===== src/rtl/dacwr_pkg.sv =====
package dacwr_pkg;

    localparam int unsigned CH_W   = 2;
    localparam int unsigned CODE_W = 8;
    localparam int unsigned NUM_CH = 1 << CH_W;

    typedef enum logic [1:0] {
        PH_IDLE,
        PH_SETUP,
        PH_LOW,
        PH_HOLD
    } phase_e;

    typedef struct packed {
        logic [CH_W-1:0]   ch;
        logic [CODE_W-1:0] code;
    } dac_req_t;

    // Round a nanosecond limit up to whole clock cycles, never below one.
    function automatic int unsigned ns_to_cyc(int unsigned ns, int unsigned per_ns);
        int unsigned c;
        c = (ns + per_ns - 1) / per_ns;
        if (c < 1) c = 1;
        return c;
    endfunction

    function automatic int unsigned max_u(int unsigned a, int unsigned b);
        return (a > b) ? a : b;
    endfunction

endpackage


===== src/rtl/dacwr_timer.sv =====
module dacwr_timer #(
    parameter int unsigned CNT_W = 4
) (
    input  logic             clk,
    input  logic             rst,
    input  logic             load,
    input  logic [CNT_W-1:0] load_val,
    output logic             done
);
    logic [CNT_W-1:0] cnt;

    always_ff @(posedge clk) begin
        if (rst)             cnt <= '0;
        else if (load)       cnt <= load_val;
        else if (cnt != '0)  cnt <= cnt - 1'b1;
    end

    assign done = (cnt == '0);

    assert_count_floor_R4: assert property (@(posedge clk) disable iff (rst)
        (!load && cnt != '0) |=> (cnt == $past(cnt) - 1'b1));
endmodule


===== src/rtl/dacwr_seq.sv =====
module dacwr_seq
    import dacwr_pkg::*;
#(
    parameter int unsigned SETUP_CYC = 1,
    parameter int unsigned LOW_CYC   = 5,
    parameter int unsigned HOLD_CYC  = 1
) (
    input  logic     clk,
    input  logic     rst,
    input  logic     req_valid,
    output logic     req_ready,
    input  dac_req_t req_in,
    output dac_req_t bus_q,
    output logic     wr_n,
    output logic     commit
);
    localparam int unsigned MAXC  = max_u(max_u(SETUP_CYC, LOW_CYC), HOLD_CYC);
    localparam int unsigned CNT_W = $clog2(MAXC + 1);

    phase_e           phase;
    logic             t_load;
    logic             t_done;
    logic [CNT_W-1:0] t_val;

    dacwr_timer #(.CNT_W(CNT_W)) u_timer (
        .clk      (clk),
        .rst      (rst),
        .load     (t_load),
        .load_val (t_val),
        .done     (t_done)
    );

    always_comb begin
        t_load = 1'b0;
        t_val  = '0;
        case (phase)
            PH_IDLE:  if (req_valid) begin t_load = 1'b1; t_val = CNT_W'(SETUP_CYC - 1); end
            PH_SETUP: if (t_done)    begin t_load = 1'b1; t_val = CNT_W'(LOW_CYC - 1);   end
            PH_LOW:   if (t_done)    begin t_load = 1'b1; t_val = CNT_W'(HOLD_CYC - 1);  end
            default:  ;
        endcase
    end

    always_ff @(posedge clk) begin
        if (rst) begin
            phase <= PH_IDLE;
            bus_q <= '0;
            wr_n  <= 1'b1;
        end else begin
            case (phase)
                PH_IDLE: if (req_valid) begin
                    bus_q <= req_in;
                    phase <= PH_SETUP;
                end
                PH_SETUP: if (t_done) begin
                    wr_n  <= 1'b0;
                    phase <= PH_LOW;
                end
                PH_LOW: if (t_done) begin
                    wr_n  <= 1'b1;
                    phase <= PH_HOLD;
                end
                default: if (t_done) phase <= PH_IDLE;
            endcase
        end
    end

    assign req_ready = (phase == PH_IDLE);
    assign commit    = (phase == PH_LOW) && t_done;

    // Run length of the current low pulse, kept for the width check.
    logic [CNT_W:0] lo_run;
    always_ff @(posedge clk) begin
        if (rst || wr_n) lo_run <= '0;
        else             lo_run <= lo_run + 1'b1;
    end

    assert_strobe_width_R4: assert property (@(posedge clk) disable iff (rst)
        $rose(wr_n) |-> (lo_run == (CNT_W+1)'(LOW_CYC)));
    assert_setup_before_fall_R3: assert property (@(posedge clk) disable iff (rst)
        $fell(wr_n) |-> $stable(bus_q));
    assert_bus_frozen_low_R5: assert property (@(posedge clk) disable iff (rst)
        (!wr_n && $past(!wr_n)) |-> $stable(bus_q));
    assert_bus_hold_after_rise_R5: assert property (@(posedge clk) disable iff (rst)
        $rose(wr_n) |=> $stable(bus_q));
endmodule


===== src/rtl/dacwr_shadow.sv =====
module dacwr_shadow
    import dacwr_pkg::*;
#(
    parameter bit SHADOW_EN = 1'b1
) (
    input  logic              clk,
    input  logic              rst,
    input  logic              commit,
    input  logic [CH_W-1:0]   wr_ch,
    input  logic [CODE_W-1:0] wr_code,
    input  logic [CH_W-1:0]   rd_ch,
    output logic [CODE_W-1:0] rd_code
);
    generate
        if (SHADOW_EN) begin : g_shadow
            logic [CODE_W-1:0] mem [NUM_CH];

            for (genvar i = 0; i < NUM_CH; i++) begin : g_ent
                always_ff @(posedge clk) begin
                    if (rst)                                   mem[i] <= '0;
                    else if (commit && wr_ch == CH_W'(i))      mem[i] <= wr_code;
                end
            end

            assign rd_code = mem[rd_ch];

            assert_shadow_capture_R7: assert property (@(posedge clk) disable iff (rst)
                commit |=> (mem[$past(wr_ch)] == $past(wr_code)));
        end else begin : g_none
            assign rd_code = '0;
            wire unused_shadow = ^{clk, rst, commit, wr_ch, wr_code, rd_ch};
        end
    endgenerate
endmodule


===== src/rtl/dacwr_ctrl.sv =====
module dacwr_ctrl
    import dacwr_pkg::*;
#(
    parameter int unsigned CLK_PERIOD_NS = 10,
    parameter int unsigned ADDR_SETUP_NS = 0,
    parameter int unsigned DATA_SETUP_NS = 45,
    parameter int unsigned STROBE_LOW_NS = 50,
    parameter int unsigned DATA_HOLD_NS  = 10,
    parameter bit          SHADOW_EN     = 1'b1
) (
    input  logic              clk,
    input  logic              rst,
    input  logic              req_valid,
    output logic              req_ready,
    input  logic [CH_W-1:0]   req_ch,
    input  logic [CODE_W-1:0] req_code,
    output logic [CH_W-1:0]   dac_addr,
    output logic [CODE_W-1:0] dac_data,
    output logic              dac_wr_n,
    input  logic [CH_W-1:0]   rd_ch,
    output logic [CODE_W-1:0] rd_code
);
    localparam int unsigned SETUP_CYC = ns_to_cyc(ADDR_SETUP_NS, CLK_PERIOD_NS);
    localparam int unsigned LOW_CYC   = max_u(ns_to_cyc(STROBE_LOW_NS, CLK_PERIOD_NS),
                                              ns_to_cyc(DATA_SETUP_NS, CLK_PERIOD_NS));
    localparam int unsigned HOLD_CYC  = ns_to_cyc(DATA_HOLD_NS, CLK_PERIOD_NS);

    dac_req_t req_in;
    dac_req_t bus_q;
    logic     commit;

    assign req_in = '{ch: req_ch, code: req_code};

    dacwr_seq #(
        .SETUP_CYC (SETUP_CYC),
        .LOW_CYC   (LOW_CYC),
        .HOLD_CYC  (HOLD_CYC)
    ) u_seq (
        .clk       (clk),
        .rst       (rst),
        .req_valid (req_valid),
        .req_ready (req_ready),
        .req_in    (req_in),
        .bus_q     (bus_q),
        .wr_n      (dac_wr_n),
        .commit    (commit)
    );

    dacwr_shadow #(.SHADOW_EN(SHADOW_EN)) u_shadow (
        .clk     (clk),
        .rst     (rst),
        .commit  (commit),
        .wr_ch   (bus_q.ch),
        .wr_code (bus_q.code),
        .rd_ch   (rd_ch),
        .rd_code (rd_code)
    );

    assign dac_addr = bus_q.ch;
    assign dac_data = bus_q.code;

    assert_reset_state_R1: assert property (@(posedge clk) disable iff (rst)
        $past(rst) |-> (dac_wr_n && req_ready && dac_addr == '0 && dac_data == '0));
    assert_busy_after_accept_R6: assert property (@(posedge clk) disable iff (rst)
        (req_valid && req_ready) |=> !req_ready);
    assert_no_ready_while_open_R6: assert property (@(posedge clk) disable iff (rst)
        !dac_wr_n |-> !req_ready);
    assert_accept_drives_bus_R2: assert property (@(posedge clk) disable iff (rst)
        (req_valid && req_ready) |=> (dac_addr == $past(req_ch) && dac_data == $past(req_code) && dac_wr_n));
endmodule


===== config.mk =====
export PLATFORM = sky130hd
export DESIGN_NAME = dacwr_ctrl
export DESIGN_NICKNAME = d
export VERILOG_FILES = /design/src/rtl/dacwr_pkg.sv /design/src/rtl/dacwr_timer.sv /design/src/rtl/dacwr_seq.sv /design/src/rtl/dacwr_shadow.sv /design/src/rtl/dacwr_ctrl.sv
export SDC_FILE = /design/constraint.sdc
export NUM_CORES = 1
export LEC_CHECK = 0
export BUFFER_PORTS_ARGS = -buffer_cell sky130_fd_sc_hd__buf_4
export CAP_MARGIN = 20
export CORE_ASPECT_RATIO = 1.5
export CORE_MARGIN = 5
export CORE_UTILIZATION = 30
export DETAILED_ROUTE_END_ITERATION = 8
export PLACE_DENSITY = 0.52
export REMOVE_ABC_BUFFERS = 1
export SLEW_MARGIN = 40
export SYNTH_ARGS = -nofsm -noshare
export SYNTH_HDL_FRONTEND = slang
export SYNTH_SLANG_ARGS = --single-unit

===== constraint.sdc =====
create_clock -name clk -period 2.45 [get_ports clk]
set_input_delay 0.1225 -clock clk [delete_from_list [all_inputs] [get_ports clk]]
set_output_delay 0.1225 -clock clk [all_outputs]
set_load 0.01 [all_outputs]

* After elaboration in Yosys (flattened, before gate mapping)
Memories as Yosys holds them, arrays and structs flattened. Index checks and enable logic that the tools add are counted.
Cells by class: $add $sub $neg 1, muxes and demuxes 33, bitwise operators 4, equality and inequality tests 8, reduce and logical (&&, ||, !) cells 16
Operators with widths (number):
- 8-bit 2-to-1 mux | 4
- 1-bit 2-to-1 mux | 18
- 3-bit 2-to-1 mux | 4
- 2-bit 2-to-1 mux | 4
- 2-bit equality test, second input constant | 3
- 2-bit one-hot mux with 3 select lines | 1
- 2-bit nonzero test | 3
- 1-bit logical AND | 5
- 2-bit by 1-bit equality test with 1-bit output, second input constant | 2
- 2-bit logical NOT | 2
- 2-bit by 1-bit inequality test with 1-bit output, second input constant | 2
- 1-bit bitwise OR | 4
- 1-bit one-hot mux with 2 select lines | 2
- 4-bit AND reduction | 1
- 3-bit logical NOT | 1
- 3-bit AND reduction | 1
- 3-bit nonzero test | 1
- 3-bit by 1-bit subtractor with 3-bit output, second input constant | 1
- 2-bit inequality test, second input constant | 1
- 2-bit AND reduction | 1
- 2-bit OR reduction | 1
Word-level totals: memory bits (writable) 32, logic and storage cells 68, memories 1, input bits 15, output and inout port bits 20, register bits 16
Memory list:
- u_shadow.g_shadow.mem | words 4, bits a word 8, read ports 1, clocked after memory_dff 0, write ports 4, RTL line dacwr_shadow.sv:16 | logic [CODE_W-1:0] mem [NUM_CH];

* Logic depth before layout (Yosys ltp)
Gate-level depths: netlist (run 1).
depth in word-level cells 7, mapped depth 6, mapped depth without buffers 5

* Hierarchy
A second synthesis (run 1) with hierarchy kept.
Second synthesis, totals: cells, all modules 192, area, all modules 2233.4 um^2
Modules (own cells, without submodules):
- dacwr_shadow | area each 1417.6 um^2, cells each 96, times used 1, seq. area each 960.9 um^2
- dacwr_seq | area each 609.3 um^2, cells each 74, times used 1, seq. area each 260.2 um^2
- dacwr_timer | area each 206.4 um^2, cells each 22, times used 1, seq. area each 60.1 um^2

* Worst setup path before layout (run 1)
OpenSTA, ideal clock, no wires.
path kind register -> register, start point register u_seq.u_timer.cnt[0], end point memory u_shadow.g_shadow.mem[1][0], enable pin, path slack 0.512 ns, path buffers 0, required time 2.066 ns, stages on the path, launching flop included 6, clock period less this slack 1.938 ns, library setup time 0.384 ns, arrival time 1.554 ns, cells stage by stage dfxtp_1 inv_1 ha_1 and3b_1 nand2_1 o21ai_0
RTL lines:
- start: declaration | RTL line dacwr_timer.sv:10 | logic [CNT_W-1:0] cnt;
- start signal: assignment | RTL line dacwr_timer.sv:14 | else if (load) cnt <= load_val;
- start signal: assignment | RTL line dacwr_timer.sv:15 | else if (cnt != '0) cnt <= cnt - 1'b1;
- end: declaration | RTL line dacwr_shadow.sv:16

==> results of run 1 <==
==> power breakdown <==
group	internal [W]	switching [W]	leakage (nW)
registers	0.000958	0.0000787	0.462
clock network	0.000302	0.000263	0.0541
logic	0.000239	0.000288	0.516
==> area by class of cell <==
type | count | area share [%]
Sequential cell | 48 | 47.5
Multi-Input combinational cell | 117 | 31.9
Clock buffer | 5 | 2.55
Clock inverter | 3 | 1.58
Inverter | 7 | 0.974
Tap cell | 100 | 4.64
Timing Repair Buffer | 39 | 10.9
==> path summary, 6_finish.rpt <==
path / start / depth (start not counted) / slack [ps] / endpoint
hold / removal: req_code[2] / 3 / 70 / u_seq.bus_q[2]
setup reg to reg: u_seq.u_timer.cnt[0] / 5 / 730 / u_shadow.g_shadow.mem[3][0]
hold reg to reg: u_seq.wr_n / 1 / 480 / u_seq.wr_n
setup / recovery: u_seq.u_timer.cnt[0] / 5 / 730 / u_shadow.g_shadow.mem[3][0]
==> registers in the layout, summed over array words and instances, names as in the netlist <==
register               count
u_seq.wr_n                 1
u_shadow.g_shadow.mem     32
u_seq.phase                2
u_seq.u_timer.cnt          3
u_seq.bus_q               10
==> routing by layer <==
layer	up-vias	track usage [%]	part of all wire (%)
met4	0	4.96	2.1
met5	-	0	0
met3	9	2.28	4.7
met1	678	12.7	39
met2	30	19.6	54
li1	720	-	-
==> cell families (layout without fill, tap and decap cells) <==
kind of cell,count (synthesis),after routing
and+or+nand+nor,75,75
DFF,48,48
AOI/OAI and AO/OA,27,27
buffers and inverters,13,54
muxes,9,9
adders and majority gates,6,6
==> stage by stage <==
stage          std cells  power (W)  area [um^2]  worst slack [ps]
5_1_grt              319    0.00226         2700               534
3_3_place_gp         311    0.00160         2590               755
3_5_place_dp         311    0.00159         2590               742
2_1_floorplan        172    0.00135         2170               512
6_report             319    0.00213         2700               733
4_1_cts              319    0.00216         2700               713
==> cells in the final DEF (no fill, tap or decap), types with 2 or more instances in the layout <==
master	Yosys	routed
buf_4	0	39
and2_1	33	33
edfxtp_1	32	32
nand2_1	24	24
dfxtp_1	16	16
a21oi_1	13	13
mux4_2	8	8
inv_1	7	7
ha_1	6	6
nand2b_1	5	5
o21ai_0	5	5
clkbuf_8	0	5
nor2_1	3	3
nand3b_1	2	2
nor3_2	2	2
o2111ai_1	2	2
==> worst max-delay path, stage by stage (launching register included) <==
cell and delay, ps:
dfxtp_1 300, inv_1 110, ha_1 300, nand4b_1 170
nor2_1 500, and2_1 200
==> results.py, run 1 <==
metrics = {
    "critical_path": {
        "cp_max_fo": 8,
        "start_kind": "flop",
        "path_class": "flop to flop",
        "cp.arrival_ps": 1890,
        "worst_ep_required_time_ps": 2620,
        "endpoint_kind": "flop",
    },
    "floorplanning": {
        "start_util_pct": 30.6,
        "core.rowCount": 38,
        "ios": 35,
        "die_y_um": 115,
        "dieWidth_um": 79.8,
        "die-area_mm2": 0.00916,
        "core_area_mm2": 0.00718,
    },
    "sta": {
        "slew_headroom_pct": 61.1,
        "worst_pin_slew_ps": 581,
        "hold_viol_final": 0,
        "finalSetupTns_ps": 0,
        "slew_viol_final": 0,
        "rsz0062_at_grt": "false",
        "skew_ps": 3.03,
        "min_period_over_period_pct": 70.1,
        "setup_viol": 0,
        "fin_crit_ps": 1720,
        "clock.fmax_mhz": 582,
        "hold_slack_ps": 69.4,
    },
    "grt": {
        "grt_overflow": 0,
        "grt_pass1_wl_um": 7610,
        "grt_max_degree": 17,
        "gr-usage-all-layers_pct": 11.1,
        "antenna_found_initial": 0,
        "first_global_vias": 1462,
    },
    "layout": {
        "final.fill_count": 711,
        "nets": 239,
        "syn2layout_area_growth_pct": 23.0,
        "drive_above_1_share_pct": 26.5,
        "final_util_pct": 37.6,
        "multi_input_area_um2": 861,
        "layout.area.seq_mm2": 0.00128,
        "n_antenna_cell": 0,
    },
    "clock_network": {
        "cts-resized-gates": 0,
        "cts_hold_buf": 0,
        "cts_num_sinks": 48,
        "cts_made_buffers": 5,
        "cts-htree-levels": 2,
        "clock_path_buffers": 2,
        "ctsRootBufferMaster": "clkbuf_8",
        "postCtsSetupBuffers": 0,
        "path_clk_slew_ps": 90,
        "clkLatencyLatePin_ps": 290,
        "cts_tree": "built",
    },
    "synthesis": {
        "synth_top_area_share_pct": 43.8,
        "syn_area_mm2": 0.00219,
        "muxShareOfSynthArea_pct": 8.67,
        "synth_cell_types": 31,
        "synthXorXnorAreaFrac_pct": 0,
        "synth_most_common_cell": "and2_1",
        "synth-simple-area-share_pct": 19.7,
        "synth_top_family_by_area": "simple AND/OR/NAND/NOR gates",
        "yosys.area_share.adder_pct": 3.42,
        "ys_seq_area_share_pct": 58.4,
        "synth.largest_area_cell": "edfxtp_1",
        "synth-seq-cells": 48,
        "yosys_warnings": 0,
        "synth_edf_count": 32,
        "synth_area_leaders": "edfxtp_1 (44%), dfxtp_1 (15%), and2_1 (9.4%)",
        "postSynthCellCount": 178,
        "ys.flop_type": "edfxtp_1",
        "synth.avg_cell_area_um2": 12.3,
        "ys_async_sr_fraction_pct": 0,
        "synth-compound-area-share_pct": 7.47,
        "synth_common_cells": "and2_1 (33), edfxtp_1 (32), nand2_1 (24)",
    },
    "routing": {
        "firstDrtPassIters": 4,
        "vias": 1437,
        "drc": 0,
        "post_drt_wl_per_cell_um": 14.7,
        "drtIter0Drc": 84,
        "via_per_inst": 4.50,
        "drtAntennaViolNets": 0,
        "wl_um": 4680,
    },
    "hold_path": {
        "hold_class": "input pin to flop",
    },
    "status": {
        "status": "finished clean",
    },
    "power": {
        "power.leakage_nw": 1.03,
        "ir_worst_vdd_mv": 0.424,
        "p_per_area_mw_per_mm2": 789,
    },
    "run": {
        "max_cap_viol_count": 0,
    },
    "place": {
        "dp_hpwl_um": 3510,
        "gp_congestion": 0.713,
        "io_buffers": 34,
    },
}
Power figures use the tool's default switching activity.
==> inputs of run 2 (changes only) <==
- ABC_AREA: not set -> 1
- PLACE_DENSITY: 0.52 -> 0.53
- clock period: 2.45 -> 1.41 ns (I/O delays scaled with it)
==> run 2 against run 1 <==
Effect of this change: the run now ends with setup timing left; sequential cell count stayed put; combinational power grew to 3.9 times the previous value; worst setup slack worse by 760 ps; die area is 1.0% lower; non-clock buffer count is 15 higher; wire length is 16% higher; sequential share of layout area is 2.8 points lower; critical path depth is 2 higher; design area is 6.6% higher; total power is 120% higher; clock skew is 5.1 ps higher; synthesized cell count is 20% higher; critical path type unchanged; critical endpoint is now u_shadow.g_shadow.mem[1][7].
==> results.py, run 2 <==
metrics = {
    "run": {
        "max_cap_viol_count": 0,
    },
    "power": {
        "power_frac_seq_pct": 39.6,
        "power.leakage_nw": 1.11,
        "switching_share_pct": 37.0,
        "p_per_area_mw_per_mm2": 1660,
        "ir_worst_vdd_mv": 1.12,
        "clkPwrFrac_pct": 17.7,
        "p_sw_w": 0.00177,
        "internal_power_w": 0.00300,
        "p_comb_share_pct": 42.7,
        "power_w": 0.00477,
    },
    "sta": {
        "fin_crit_ps": 1440,
        "skew_ps": 8.16,
        "hold_viol_final": 0,
        "rsz0062_at_grt": "true",
        "worst_pin_slew_ps": 440,
        "finalSetupTns_ps": -416,
        "slew_headroom_pct": 70.6,
        "finalWorstSetupSlack_ps": -31.8,
        "setup_viol": 17,
        "clock.fmax_mhz": 694,
        "slew_viol_final": 0,
        "min_period_over_period_pct": 102,
    },
    "grt": {
        "first_global_vias": 1723,
        "grt_overflow": 0,
        "grt_max_degree": 18,
        "antenna_found_initial": 0,
        "met3_usage_pct": 2.28,
        "gr-usage-all-layers_pct": 12.7,
        "use_met1_pct": 12.4,
        "busiest_layer": "met2",
        "grt_pass1_wl_um": 8680,
        "met2_usage_pct": 24.9,
    },
    "hold_path": {
        "hp-start": "req_code[2]",
        "hold_depth": 3,
        "hold_class": "input pin to flop",
    },
    "routing": {
        "wl_um": 5410,
        "vias": 1639,
        "post_drt_wl_per_cell_um": 15.5,
        "drc": 0,
        "drtIter0Drc": 117,
        "firstDrtPassIters": 4,
        "drtAntennaViolNets": 0,
        "via_per_inst": 4.68,
    },
    "clock_network": {
        "cts_made_buffers": 5,
        "cts_tree": "built",
        "clkLatencyLatePin_ps": 300,
        "ctsRootBufferMaster": "clkbuf_8",
        "clock_path_buffers": 2,
        "cts-htree-levels": 2,
        "path_clk_slew_ps": 90,
        "cts_num_sinks": 48,
    },
    "place": {
        "io_buffers": 34,
        "gp_congestion": 0.784,
        "dp_hpwl_um": 4160,
    },
    "critical_path": {
        "path_common_cell": "inv_2",
        "max_stage_delay_ps": 330,
        "cp-startpoint": "u_seq.phase[0]",
        "r2r_slack_ps": -30,
        "critical_path_depth": 7,
        "start_kind": "flop",
        "cp_max_fo": 8,
        "cp_top_family": "buffers and inverters",
        "r2r-end": "u_shadow.g_shadow.mem[1][7]",
        "crit_chain": "inv_2 -> ha_4 -> inv_2 -> nor2_8 -> inv_6 -> o31ai_2 -> buf_4",
        "endpoint_kind": "flop",
        "path_class": "flop to flop",
        "reg2reg_depth": 7,
        "crit_path_end": "u_shadow.g_shadow.mem[1][7]",
        "worst_path_max_delay_cell": "dfxtp_2",
        "timing.rr.start": "u_seq.phase[0]",
        "crit_buf_inv": 4,
        "worst_ep_required_time_ps": 1420,
        "cp.arrival_ps": 1450,
    },
    "layout": {
        "largest_register": "u_shadow.g_shadow.mem",
        "nets": 290,
        "final_cell_mix": "buf_4 (51), nor2_1 (37), edfxtp_1 (32), o21ai_0 (25)",
        "syn2layout_area_growth_pct": 32.6,
        "biggestRegsByFlops": "u_shadow.g_shadow.mem: 32 flops, u_seq.bus_q: 10 flops, u_seq.u_timer.cnt: 3 flops",
        "drive_above_1_share_pct": 39.3,
        "largest_reg_flops": 32,
        "n_antenna_cell": 0,
        "final_common_cell": "buf_4",
    },
    "status": {
        "status": "complete, but fails checks",
        "violations": "setup timing",
    },
    "synthesis": {
        "synth.largest_area_cell": "edfxtp_1",
        "synth_most_common_cell": "nor2_1",
        "syn_area_mm2": 0.00217,
        "yosys.area_share.adder_pct": 3.46,
        "ys_async_sr_fraction_pct": 0,
        "synth.avg_cell_area_um2": 10.1,
        "synth-simple-area-share_pct": 17.4,
        "synth_top_family_by_area": "simple AND/OR/NAND/NOR gates",
        "synth_edf_count": 32,
        "synth_cell_types": 23,
        "ys_seq_area_share_pct": 59.1,
        "synth-compound-area-share_pct": 13.4,
        "synth-seq-cells": 48,
        "yosys_warnings": 0,
        "synth_area_leaders": "edfxtp_1 (44%), dfxtp_1 (15%), nor2_1 (8.7%)",
        "postSynthCellCount": 214,
        "ys.flop_type": "edfxtp_1",
        "synth_top_area_share_pct": 44.3,
        "synthXorXnorAreaFrac_pct": 0.808,
        "synth_common_cells": "nor2_1 (50), edfxtp_1 (32), o21ai_0 (27)",
        "muxShareOfSynthArea_pct": 0,
    },
    "floorplanning": {
        "core_area_mm2": 0.00713,
        "start_util_pct": 30.4,
        "ios": 35,
        "die_y_um": 114,
        "core.rowCount": 38,
        "dieWidth_um": 79.4,
        "die-area_mm2": 0.00906,
    },
}
-- run 2: cell types whose count changed after synthesis, moves of 8 or more --
cell and change:
nor2_1 +47, and2_1 -33, o21ai_0 +22, nand2_1 -14
inv_1 +12, mux4_2 -8, o22ai_1 +8
-- run 2: how the worst min path moves through the flow --
stage / to / slack, ps
6_report: u_seq.bus_q[2] / 50
5_1_grt: u_seq.bus_q[2] / 60
4_1_cts: u_seq.bus_q[3] / 50
3_5_place_dp: u_seq.phase[1] / 280
3_3_place_gp: u_seq.phase[1] / 280
2_1_floorplan: u_seq.phase[1] / 140
-- run 2: what timing repair did --
| item | 4_1_cts | 5_1_grt |
|---|---|---|
| buffers inserted | 0 | 1 |
| setup endpoints to repair | 41 | 69 |
| hold buffers | 1 | 0 |
| resized for setup | 13 | 30 |
| hold endpoints to repair | 3 | 0 |
| pin swaps | 0 | 0 |
-- run 2: worst register-to-register path: cells and delay by family (launching register included) --
kind / cells / cell delay (ps)
DFF: 1 / 330
AOI/OAI and AO/OA: 1 / 170
adders and majority gates: 1 / 130
buffers and inverters: 4 / 390
and+or+nand+nor: 1 / 130
-- run 2: power groups by stage --
stage / clock network, W / registers, W / logic, W
finish: 0.000846 / 0.00189 / 0.00204
global route: 0.000938 / 0.00192 / 0.00228
CTS: 0.000865 / 0.00187 / 0.00188
detailed placement: 0 / 0.00189 / 0.00180
global placement: 0 / 0.00189 / 0.00179
floorplan: 0 / 0.00193 / 0.000943
-- run 2: layout make-up --
class	instances	area (um^2)
Fill cell	707	4260
Sequential cell	48	1290
Multi-Input combinational cell	135	877
Timing Repair Buffer	54	415
Tap cell	80	100
Inverter	25	98.8
Clock buffer	6	82.6
Clock inverter	2	15.0
-- run 2: metal layers --
metal,up-vias,share of wire (%)
met5,-,0
met2,32,58
met4,0,3.8
met3,14,3.3
met1,754,35
li1,839,-
-- run 2: metrics by stage --
| step | std cells | instance area, um^2 | worst slack [ps] | util (%) | hold WS (ps) |
|---|---|---|---|---|---|
| 6_report | 350 | 2880 | -31.8 | 40.3 | 49.9 |
| 5_1_grt | 350 | 2880 | -106 | 40.3 | 60.6 |
| 4_1_cts | 349 | 2770 | -36.5 | 38.9 | 49.5 |
| 3_5_place_dp | 340 | 2630 | -106 | 36.9 | 283 |
| 3_3_place_gp | 340 | 2630 | -89.3 | 36.9 | 282 |
| 2_1_floorplan | 208 | 2140 | -602 | - | 140 |
-- run 2: kinds of logic after synthesis --
group / count (synthesis)
and+or+nand+nor: 73
AOI/OAI and AO/OA: 54
xor gates and xnor gates: 2
buffers and inverters: 31
DFF: 48
adders and majority gates: 6
==> inputs of run 3 (changes only) <==
- CORE_ASPECT_RATIO: 1.5 -> not set
- CORE_UTILIZATION: 30 -> 45
- CTS_CLUSTER_DIAMETER: not set -> 200
- PLACE_DENSITY: 0.53 -> 0.72
==> run 3 against run 2 <==
Effect of this change: the flow still finishes with violations (setup timing); sequential power is essentially flat; largest cell class unchanged; core utilization grew 21 points; highest routed layer unchanged; wire length shrank 7.6%; final cell count decreased by 7.7%; clock-buffer cell count up 1; non-clock buffer count is 1 lower.
==> results.py, run 3 (synthesis results as in run 2) <==
metrics = {
    "power": {
        "power_frac_seq_pct": 38.4,
        "ir_worst_vdd_mv": 1.27,
        "p_sw_w": 0.00176,
        "internal_power_w": 0.00313,
        "p_comb_share_pct": 41.8,
        "power.leakage_nw": 1.12,
        "p_per_area_mw_per_mm2": 1710,
        "switching_share_pct": 36.0,
        "clkPwrFrac_pct": 19.8,
    },
    "routing": {
        "drc": 0,
        "firstDrtPassIters": 4,
        "drtAntennaViolNets": 0,
        "vias": 1673,
        "via_per_inst": 5.18,
        "post_drt_wl_per_cell_um": 15.5,
        "drtIter0Drc": 103,
        "wl_um": 5000,
    },
    "critical_path": {
        "start_kind": "flop",
        "critical_path_depth": 7,
        "worst_path_max_delay_cell": "dfxtp_1",
        "cp_top_family": "buffers and inverters",
        "timing.rr.start": "u_seq.u_timer.cnt[0]",
        "cp.arrival_ps": 1450,
        "cp_max_fo": 8,
        "worst_ep_required_time_ps": 1430,
        "r2r-end": "u_shadow.g_shadow.mem[0][3]",
        "r2r_slack_ps": -30,
        "path_class": "flop to flop",
        "max_stage_delay_ps": 310,
        "endpoint_kind": "flop",
        "reg2reg_depth": 7,
        "crit_chain": "inv_2 -> ha_4 -> nand2_4 -> nor2_8 -> inv_6 -> o31ai_4 -> buf_6",
        "crit_buf_inv": 3,
    },
    "layout": {
        "largest_register": "u_shadow.g_shadow.mem",
        "n_antenna_cell": 0,
        "biggestRegsByFlops": "u_shadow.g_shadow.mem: 32 flops, u_seq.bus_q: 10 flops, u_seq.u_timer.cnt: 3 flops",
        "largest_reg_flops": 32,
        "final_common_cell": "buf_4",
        "nets": 289,
        "drive_above_1_share_pct": 34.6,
        "final_util_pct": 61.0,
        "fin_cells": 323,
        "syn2layout_area_growth_pct": 31.9,
        "final_cell_mix": "buf_4 (47), nor2_1 (45), edfxtp_1 (32), o21ai_0 (26), inv_1 (15)",
    },
    "clock_network": {
        "cts_made_buffers": 5,
        "path_clk_slew_ps": 80,
        "cts_tree": "built",
        "cts_num_sinks": 48,
        "ctsRootBufferMaster": "clkbuf_8",
        "cts-htree-levels": 2,
        "clkLatencyLatePin_ps": 290,
        "clock_path_buffers": 2,
    },
    "floorplanning": {
        "core.rowCount": 25,
        "dieWidth_um": 79.4,
        "ios": 35,
        "core_area_mm2": 0.00469,
        "die-area_mm2": 0.00631,
        "start_util_pct": 46.2,
        "die_y_um": 79.4,
    },
    "hold_path": {
        "hp-start": "req_code[3]",
        "hold_depth": 3,
        "hold_class": "input pin to flop",
        "whs_endpoint": "u_seq.bus_q[3]",
    },
    "status": {
        "status": "complete, but fails checks",
        "violations": "setup timing",
    },
    "sta": {
        "finalSetupTns_ps": -368,
        "slew_viol_final": 0,
        "hold_viol_final": 0,
        "setup_viol": 24,
        "worst_pin_slew_ps": 325,
        "clock.fmax_mhz": 696,
        "min_period_over_period_pct": 102,
        "slew_headroom_pct": 78.3,
        "fin_crit_ps": 1440,
        "skew_ps": 3.95,
        "finalWorstSetupSlack_ps": -27.4,
        "rsz0062_at_grt": "true",
    },
    "place": {
        "io_buffers": 34,
        "gp_congestion": 0.818,
        "dp.cells": 313,
        "dp_hpwl_um": 3540,
    },
    "grt": {
        "grt_max_degree": 18,
        "gr-usage-all-layers_pct": 16.8,
        "grt_overflow": 0,
        "first_global_vias": 1710,
        "grt_pass1_wl_um": 7970,
        "antenna_found_initial": 0,
    },
    "run": {
        "max_cap_viol_count": 0,
    },
}
## run 3: cell count changes in the layout (fill, tap and decap cells not counted), sizes merged
cell / before / now
buf: 53 / 52
bufinv: 0 / 1
clkbuf: 6 / 7
clkinv: 0 / 1
clkinvlp: 2 / 0
inv: 25 / 24
## run 3: final cells by class
| class | count | area, um^2 |
|---|---|---|
| Sequential cell | 48 | 1280 |
| Fill cell | 386 | 1830 |
| Timing Repair Buffer | 53 | 419 |
| Inverter | 25 | 103 |
| Tap cell | 54 | 67.6 |
| Clock buffer | 7 | 76.3 |
| Clock inverter | 1 | 30.0 |
| Multi-Input combinational cell | 135 | 880 |
## run 3: worst max path at each step
stage                                  end  slack (ps)                 start
5_1_grt        u_shadow.g_shadow.mem[0][5]        -100  u_seq.u_timer.cnt[1]
4_1_cts        u_shadow.g_shadow.mem[0][2]         -20  u_seq.u_timer.cnt[1]
6_report       u_shadow.g_shadow.mem[0][3]         -30  u_seq.u_timer.cnt[0]
2_1_floorplan  u_shadow.g_shadow.mem[0][0]        -600  u_seq.u_timer.cnt[0]
3_3_place_gp   u_shadow.g_shadow.mem[2][6]         -70  u_seq.u_timer.cnt[1]
3_5_place_dp   u_shadow.g_shadow.mem[0][4]        -130  u_seq.u_timer.cnt[1]
## run 3: through the flow
stage | hold slack (ps) | instance area, um^2 | total power, W | setup WS (ps)
3_5_place_dp | 268 | 2590 | 0.00363 | -129
5_1_grt | 64.2 | 2860 | 0.00520 | -97.1
2_1_floorplan | 140 | 2140 | 0.00287 | -602
6_report | 35.1 | 2860 | 0.00489 | -27.4
4_1_cts | 38.9 | 2760 | 0.00472 | -16.0
3_3_place_gp | 265 | 2590 | 0.00358 | -68.5
## run 3: repair_timing
item | 4_1_cts | 5_1_grt
pin swaps | 1 | 1
gates resized for setup | 16 | 22
setup buffers | 1 | 0
hold endpoints to repair | 3 | 0
hold buffers | 1 | 0
setup endpoints to repair | 33 | 49
## run 3: worst reg2reg max path: cells and delay by family (launching register included)
family	cells	cell delay (ps)
adders and majority gates	1	150
buffers and inverters	3	330
DFF	1	310
and+or+nand+nor	2	170
AOI/OAI and AO/OA	1	200
## run 3: power by group through the flow
stage / clock, W / sequential (W) / combinational [W]
floorplan: 0 / 0.00193 / 0.000943
global placement: 0 / 0.00188 / 0.00170
detailed placement: 0 / 0.00188 / 0.00175
CTS: 0.000988 / 0.00188 / 0.00186
global route: 0.00104 / 0.00191 / 0.00225
finish: 0.000969 / 0.00188 / 0.00204
## run 3: routing by layer
metal | vias to the layer above | global-route usage, % | share of wire, %
met5 | - | 0 | 0
met4 | 0 | 8.76 | 2.6
met3 | 12 | 4.29 | 4.5
met2 | 44 | 30.1 | 54
met1 | 775 | 18.2 | 39
li1 | 842 | - | -
